$ cat config.mk
export PLATFORM = sky130hd
export DESIGN_NAME = simd_xgate
export DESIGN_NICKNAME = d
export VERILOG_FILES = /design/src/rtl/simd_xgate_pkg.sv /design/src/rtl/simd_xgate_prio.sv /design/src/rtl/simd_xgate_pend.sv /design/src/rtl/simd_xgate_seq.sv /design/src/rtl/simd_xgate.sv
export SDC_FILE = /design/constraint.sdc
export NUM_CORES = 1
export LEC_CHECK = 0
export BUFFER_PORTS_ARGS = -buffer_cell sky130_fd_sc_hd__buf_2
export CELL_PAD_IN_SITES_DETAIL_PLACEMENT = 1
export CELL_PAD_IN_SITES_GLOBAL_PLACEMENT = 2
export CORE_AREA = 10 10 47 49
export DETAILED_ROUTE_END_ITERATION = 10
export DIE_AREA = 0 0 57 59
export PLACE_DENSITY = 0.54
export SLEW_MARGIN = 15
export SYNTH_ARGS = -nofsm -noshare
export SYNTH_HDL_FRONTEND = slang
export SYNTH_SLANG_ARGS = --single-unit
$ cat constraint.sdc
create_clock -name clk -period 1.1 [get_ports clk]
set_input_delay 0.33 -clock clk [delete_from_list [all_inputs] [get_ports clk]]
set_output_delay 0.33 -clock clk [all_outputs]
set_load 0.02 [all_outputs]
$ cat src/rtl/simd_xgate_pkg.sv
package simd_xgate_pkg;

    localparam int EXC_W  = 3;
    localparam int EXC_UD = 0;
    localparam int EXC_NM = 1;
    localparam int EXC_MF = 2;

    typedef enum logic [2:0] {
        V_NONE  = 3'd0,
        V_GRANT = 3'd1,
        V_UD    = 3'd2,
        V_NM    = 3'd3,
        V_MF    = 3'd4
    } verdict_e;

    typedef struct packed {
        logic             held;
        logic             grant;
        logic [EXC_W-1:0] exc;
    } seq_state_t;

    typedef struct packed {
        logic pend;
    } pend_state_t;

endpackage

$ cat src/rtl/simd_xgate_prio.sv
module simd_xgate_prio
    import simd_xgate_pkg::*;
(
    input  logic     attempt_i,
    input  logic     em_i,
    input  logic     ts_i,
    input  logic     pend_i,
    output verdict_e verdict_o
);

    always_comb begin
        if (!attempt_i) begin
            verdict_o = V_NONE;
        end else if (em_i) begin
            verdict_o = V_UD;
        end else if (ts_i) begin
            verdict_o = V_NM;
        end else if (pend_i) begin
            verdict_o = V_MF;
        end else begin
            verdict_o = V_GRANT;
        end
    end

endmodule

$ cat src/rtl/simd_xgate_pend.sv
module simd_xgate_pend
    import simd_xgate_pkg::*;
(
    input  logic clk,
    input  logic rst,
    input  logic set_i,
    input  logic clr_i,
    output logic pend_o
);

    pend_state_t st_d, st_q;

    always_comb begin
        st_d = st_q;
        if (set_i) begin
            st_d.pend = 1'b1;
        end else if (clr_i) begin
            st_d.pend = 1'b0;
        end
    end

    always_ff @(posedge clk) begin
        if (rst) begin
            st_q <= '0;
        end else begin
            st_q <= st_d;
        end
    end

    assign pend_o = st_q.pend;

endmodule

$ cat src/rtl/simd_xgate_seq.sv
module simd_xgate_seq
    import simd_xgate_pkg::*;
(
    input  logic             clk,
    input  logic             rst,
    input  logic             insn_valid_i,
    input  logic             hdl_ret_i,
    input  verdict_e         verdict_i,
    output logic             attempt_o,
    output logic             grant_o,
    output logic [EXC_W-1:0] exc_o,
    output logic             held_o
);

    seq_state_t st_d, st_q;

    always_comb begin
        attempt_o = st_q.held ? hdl_ret_i : insn_valid_i;
    end

    always_comb begin
        st_d       = st_q;
        st_d.grant = 1'b0;
        st_d.exc   = '0;
        unique case (verdict_i)
            V_GRANT: begin
                st_d.grant = 1'b1;
                st_d.held  = 1'b0;
            end
            V_UD: begin
                st_d.exc[EXC_UD] = 1'b1;
                st_d.held        = 1'b0;
            end
            V_NM: begin
                st_d.exc[EXC_NM] = 1'b1;
                st_d.held        = 1'b0;
            end
            V_MF: begin
                st_d.exc[EXC_MF] = 1'b1;
                st_d.held        = 1'b1;
            end
            default: begin
                st_d.held = st_q.held;
            end
        endcase
    end

    always_ff @(posedge clk) begin
        if (rst) begin
            st_q <= '0;
        end else begin
            st_q <= st_d;
        end
    end

    assign grant_o = st_q.grant;
    assign exc_o   = st_q.exc;
    assign held_o  = st_q.held;

endmodule

$ cat src/rtl/simd_xgate.sv
module simd_xgate
    import simd_xgate_pkg::*;
(
    input  logic             clk,
    input  logic             rst,
    input  logic             insn_valid_i,
    input  logic             ctl_em_i,
    input  logic             ctl_ts_i,
    input  logic             fpx_set_i,
    input  logic             fpx_clr_i,
    input  logic             hdl_ret_i,
    output logic             grant_o,
    output logic [EXC_W-1:0] exc_req_o,
    output logic             held_o
);

    logic     fpx_pend;
    logic     attempt;
    verdict_e verdict;

    simd_xgate_pend u_pend (
        .clk    (clk),
        .rst    (rst),
        .set_i  (fpx_set_i),
        .clr_i  (fpx_clr_i),
        .pend_o (fpx_pend)
    );

    simd_xgate_prio u_prio (
        .attempt_i (attempt),
        .em_i      (ctl_em_i),
        .ts_i      (ctl_ts_i),
        .pend_i    (fpx_pend),
        .verdict_o (verdict)
    );

    simd_xgate_seq u_seq (
        .clk          (clk),
        .rst          (rst),
        .insn_valid_i (insn_valid_i),
        .hdl_ret_i    (hdl_ret_i),
        .verdict_i    (verdict),
        .attempt_o    (attempt),
        .grant_o      (grant_o),
        .exc_o        (exc_req_o),
        .held_o       (held_o)
    );

endmodule

==> results.py, run 1 <==
metrics = {
    "outcome": {
        "status": "finished, final reports clean",
    },
    "global_routing": {
        "grt_pass1_vias": 236,
        "grt_pass1_wl_um": 972,
        "grt_max_degree": 5,
        "antenna_found_initial": 0,
        "track_usage": 0.0381,
        "grt-ovfl-total": 0,
    },
    "pwr": {
        "leakagePower_uw": 0.000155,
        "peakVddDrop_mv": 0.606,
        "power_density_nw_per_um2": 1440,
    },
    "hold_path": {
        "worstHoldPathType": "in -> reg",
    },
    "sta": {
        "rsz0062_at_grt": "no",
        "fin_crit_ns": 1.05,
        "tightestPinTransition_ns": 0.197,
        "finalSetupTns_ns": 0,
        "fin_crit_sh": 0.954,
        "max_freq_mhz": 953,
        "fin_skew_ns": 0.00341,
        "finalHoldViolCount": 0,
        "drv_slew": 0,
        "whs_ns": 0.282,
        "relSlewSlack": 0.868,
        "setup_viol": 0,
    },
    "critical_path": {
        "critical_path_required_ns": 0.77,
        "critPathTopFamily": "flip-flops",
        "start_kind": "register",
        "endpoint_kind": "primary output",
        "slowest_delay_ns": 0.34,
        "crit_type": "reg -> out",
        "r2r_setup_slack_ns": 0.17,
        "cp_slowest_cell": "dfxtp_2",
        "worst-path-max-fanout": 3,
        "crit_chain": "buf_4",
        "cp.buffers_inverters": 1,
        "cp.arrival_ns": 0.72,
    },
    "logic_synthesis": {
        "netlist_instances": 21,
        "synth_area_um2": 220,
        "synth-warning-count": 0,
        "synth_area_per_cell_um2": 10.5,
        "synth.yosys.seq_area_share": 0.545,
        "ys_types": 11,
        "ys_ff_latch": 6,
        "syn-num-nets": 29,
    },
    "route": {
        "wl_um": 546,
        "vias": 193,
        "ant_nets": 0,
        "drt_iter0_markers": 3,
        "drtPass1Iterations": 2,
        "viasPerCell": 3.71,
        "wire_per_inst_um": 10.5,
        "route.detailed.drc": 0,
    },
    "place": {
        "io_buffer_count": 12,
        "gp_congestion": 0.661,
        "hpwl_um": 483,
    },
    "die": {
        "rows": 14,
        "die_w_um": 57,
        "initial_utilization": 0.157,
        "core-area_um2": 1400,
        "dieArea_um2": 3360,
        "ioPinCount": 13,
        "die-height_um": 59,
    },
    "finish": {
        "fill_cells": 175,
        "diodes": 0,
        "nets": 46,
        "fin_util": 0.233,
        "area_delta_synth_final_pct": 48.3,
        "drive_gt1_frac": 0.556,
    },
    "clock_network": {
        "clk_pin_slew_ns": 0.05,
        "cts_setup_buffers": 0,
        "cts_max_level": 1,
        "clkSinkCount": 6,
        "cts_max_path_buffers": 2,
        "cts_tree": "built",
        "numCtsBuffers": 3,
        "hold_buffers": 0,
        "insertion_delay_ns": 0.24,
        "cts_root_buffer": "clkbuf_4",
    },
    "run": {
        "maxCapViolCount": 0,
    },
}
layout make-up:
class	instances	area (µm²)	share of cell area
flip-flops and latches	6	121	0.372
well taps	16	20.0	0.0613
multi-input cells	12	88.8	0.272
repair buffers	12	62.6	0.192
clock buffers	3	22.5	0.0690
inverters	3	11.3	0.0345
synthesized netlist by cell type:
master   instances  share of area
o21ai_1          1          0.023
or2_4            1          0.040
nor3b_2          2           0.11
nor2b_1          1          0.028
a21oi_1          2          0.045
nor2_1           2          0.034
dfxtp_1          6           0.55
nor4_2           1          0.057
nand2_1          1          0.017
mux2i_1          1          0.045
inv_1            3          0.051
registers in the layout, summed over array words and instances, names as in the netlist:
name / count
u_seq.held_o: 1
u_seq.grant_o: 1
u_seq.exc_o: 3
u_pend.pend_o: 1
cell usage in the layout (no fill, tap or decap):
master,count
buf_2,11
dfxtp_1,5
inv_1,3
clkbuf_4,3
nor3b_2,2
a21oi_1,2
nor2_1,2
mux2i_1,1
or2_4,1
o21ai_1,1
nand2_1,1
nor4_2,1
nor2b_1,1
buf_4,1
dfxtp_2,1
path summary, 6_finish.rpt:
| path | cells past startpoint | start | to |
|---|---|---|---|
| max | 1 | u_seq.held_o | held_o |
| min | 2 | rst | u_seq.held_o |
| max reg2reg | 3 | u_seq.held_o | u_seq.exc_o[1] |
| min reg2reg | 1 | u_pend.pend_o | u_seq.grant_o |
cell families (layout without fill, tap and decap cells):
group / count (synthesis) / count (layout) / synth area share
AOI/OAI and AO/OA: 3 / 3 / 0.0682
buffers and inverters: 3 / 18 / 0.0511
DFF: 6 / 6 / 0.545
muxes: 1 / 1 / 0.0455
and+or+nand+nor: 8 / 8 / 0.290
metal layers:
metal  wire, µm  track usage  vias to the layer above
met5          0            0                        -
met4          0       0.0201                        0
met3         53       0.0365                        0
met2        227       0.0527                       10
met1        265       0.0369                       83
li1           -            -                      100
what timing repair did:
item                       4_1_cts  5_1_grt
hold endpoints to repair         0        0
resized for setup                2        0
setup endpoints to repair        1        0
where the power goes:
group / total, µW / internal [µW] / switching (µW)
clock: 196 / 123 / 72.8
combinational: 46.5 / 22.3 / 24.1
sequential: 229 / 225 / 3.66
per-stage QoR:
step | total power [µW] | setup slack (ns) | instances | cell area (µm²)
floorplan | 254 | 0.0776 | 21 | 220
global placement | 278 | 0.133 | 49 | 300
detailed placement | 280 | 0.0684 | 49 | 300
CTS | 489 | 0.0297 | 52 | 327
global route | 505 | 0.0110 | 52 | 327
finish | 471 | 0.0507 | 52 | 327
No activity file was read; power rests on OpenSTA's default activity.
==> run 2, diff against run 1 <==
CORE_AREA = 2 2 39 41   (was 10 10 47 49)
DIE_AREA = 0 0 41 43   (was 0 0 57 59)
RECOVER_POWER = 100   (was not set)
==> run 2 against run 1 <==
First-iteration DRC count down 100%. Flip-flop and latch count unchanged. Design area down 1.1%. Setup slack better by 0.013 ns. Highest routed layer unchanged.
==> results.py, run 2 (synthesis results as in run 1) <==
metrics = {
    "place": {
        "hpwl_um": 388,
        "io_buffer_count": 12,
        "gp_congestion": 0.606,
    },
    "pwr": {
        "p_comb_frac": 0.091,
        "internal-power_uw": 369,
        "clkPwrFrac": 0.424,
        "p_sw_frac": 0.218,
        "peakVddDrop_mv": 0.383,
        "leakagePower_uw": 0.000149,
        "p_sw_uw": 103,
        "power_density_nw_per_um2": 1460,
        "seqPwrFrac": 0.485,
    },
    "route": {
        "wire_per_inst_um": 8.96,
        "route.detailed.drc": 0,
        "wl_um": 466,
        "drt_iter0_markers": 0,
        "viasPerCell": 3.77,
        "drtPass1Iterations": 1,
        "vias": 196,
        "ant_nets": 0,
    },
    "die": {
        "initial_utilization": 0.159,
        "die-height_um": 43,
        "ioPinCount": 13,
        "die_w_um": 41,
        "dieArea_um2": 1760,
        "core-area_um2": 1380,
        "rows": 14,
    },
    "finish": {
        "nets": 46,
        "drive_gt1_frac": 0.500,
        "fin_util": 0.233,
        "area_delta_synth_final_pct": 46.6,
        "largest_reg_flops": 3,
        "diodes": 0,
        "final_cell_mix": "buf_2, dfxtp_1, clkbuf_2",
        "final_common_cell": "buf_2",
    },
    "global_routing": {
        "antenna_found_initial": 0,
        "use_met1": 0.0611,
        "use_met2": 0.100,
        "busiest_layer": "met2",
        "grt-ovfl-total": 0,
        "grt_max_degree": 5,
        "grt_pass1_vias": 195,
        "grtUsageMet3": 0.0471,
        "grt_pass1_wl_um": 752,
        "track_usage": 0.0753,
    },
    "sta": {
        "tightestPinTransition_ns": 0.249,
        "setup_viol": 0,
        "fin_crit_sh": 0.942,
        "whs_ns": 0.262,
        "max_freq_mhz": 965,
        "drv_slew": 0,
        "finalHoldViolCount": 0,
        "finalSetupTns_ns": 0,
        "fin_skew_ns": 0.00177,
        "fin_crit_ns": 1.04,
        "rsz0062_at_grt": "no",
        "relSlewSlack": 0.834,
    },
    "critical_path": {
        "endpoint_kind": "primary output",
        "start_kind": "register",
        "cp.arrival_ns": 0.71,
        "worst-path-max-fanout": 1,
        "slowest_delay_ns": 0.31,
        "crit_chain": "clkbuf_2",
        "cp_slowest_cell": "dfxtp_1",
        "critPathTopFamily": "flip-flops",
        "critical_path_required_ns": 0.77,
        "cp.buffers_inverters": 1,
        "crit_type": "reg -> out",
    },
    "clock_network": {
        "cts_max_path_buffers": 2,
        "numCtsBuffers": 3,
        "cts_root_buffer": "clkbuf_4",
        "insertion_delay_ns": 0.24,
        "clk_pin_slew_ns": 0.04,
        "cts_max_level": 1,
        "clkSinkCount": 6,
        "cts_tree": "built",
    },
    "outcome": {
        "status": "finished, final reports clean",
    },
    "hold_path": {
        "worstHoldPathType": "in -> reg",
    },
    "run": {
        "maxCapViolCount": 0,
    },
}
run 2: routing by layer:
layer	routed length [µm]	up-vias	share of wire
met2	227	10	0.49
met5	0	-	0
met1	172	87	0.37
met3	66	0	0.14
met4	0	0	0
li1	-	99	-
run 2: per-stage QoR:
step                      area [µm²]  worst slack, ns  total power [µW]  instances
after floorplan                  220           0.0776               254         21
after global placement           300            0.121               277         49
after detailed placement         300           0.0987               279         49
after CTS                        327           0.0318               494         52
after global routing             323          0.00821               511         52
final                            323           0.0640               472         52
run 2: power by group through the flow:
stage	clock, µW	sequential, µW	combinational [µW]
after floorplan	0	238	16.5
after global placement	0	232	45.3
after detailed placement	0	233	46.9
after CTS	218	228	47.5
after global routing	233	229	48.5
final	200	229	43.1
run 2: worst paths after layout:
check                               startpoint        endpoint  slack [ns]  cells past startpoint
worst max register to register    u_seq.held_o  u_seq.exc_o[1]        0.11                      3
worst min-delay path                       rst    u_seq.held_o        0.26                      2
worst max-delay path            u_seq.exc_o[0]    exc_req_o[0]        0.06                      1
worst min register to register   u_pend.pend_o   u_seq.grant_o        0.46                      1
run 2: what timing repair did:
| action | CTS | global route |
|---|---|---|
| gates cloned | 0 | 0 |
| setup buffers | 0 | 0 |
| hold buffers | 0 | 0 |
| gates resized for setup | 2 | 1 |
| endpoints found under the setup margin | 1 | 1 |
run 2: final cells by class:
class	count	area, µm²
Clock buffer	3	22.5
Fill cell	171	1060
Inverter	3	11.3
Multi-Input combinational cell	12	81.3
Sequential cell	6	121
Tap cell	16	20.0
Timing Repair Buffer	12	66.3
run 2: worst register-to-register path: stages, from the launching register on:
cell and delay, ns:
dfxtp_2 0.33, mux2i_1 0.11, or2_0 0.27, nor3b_1 0.21
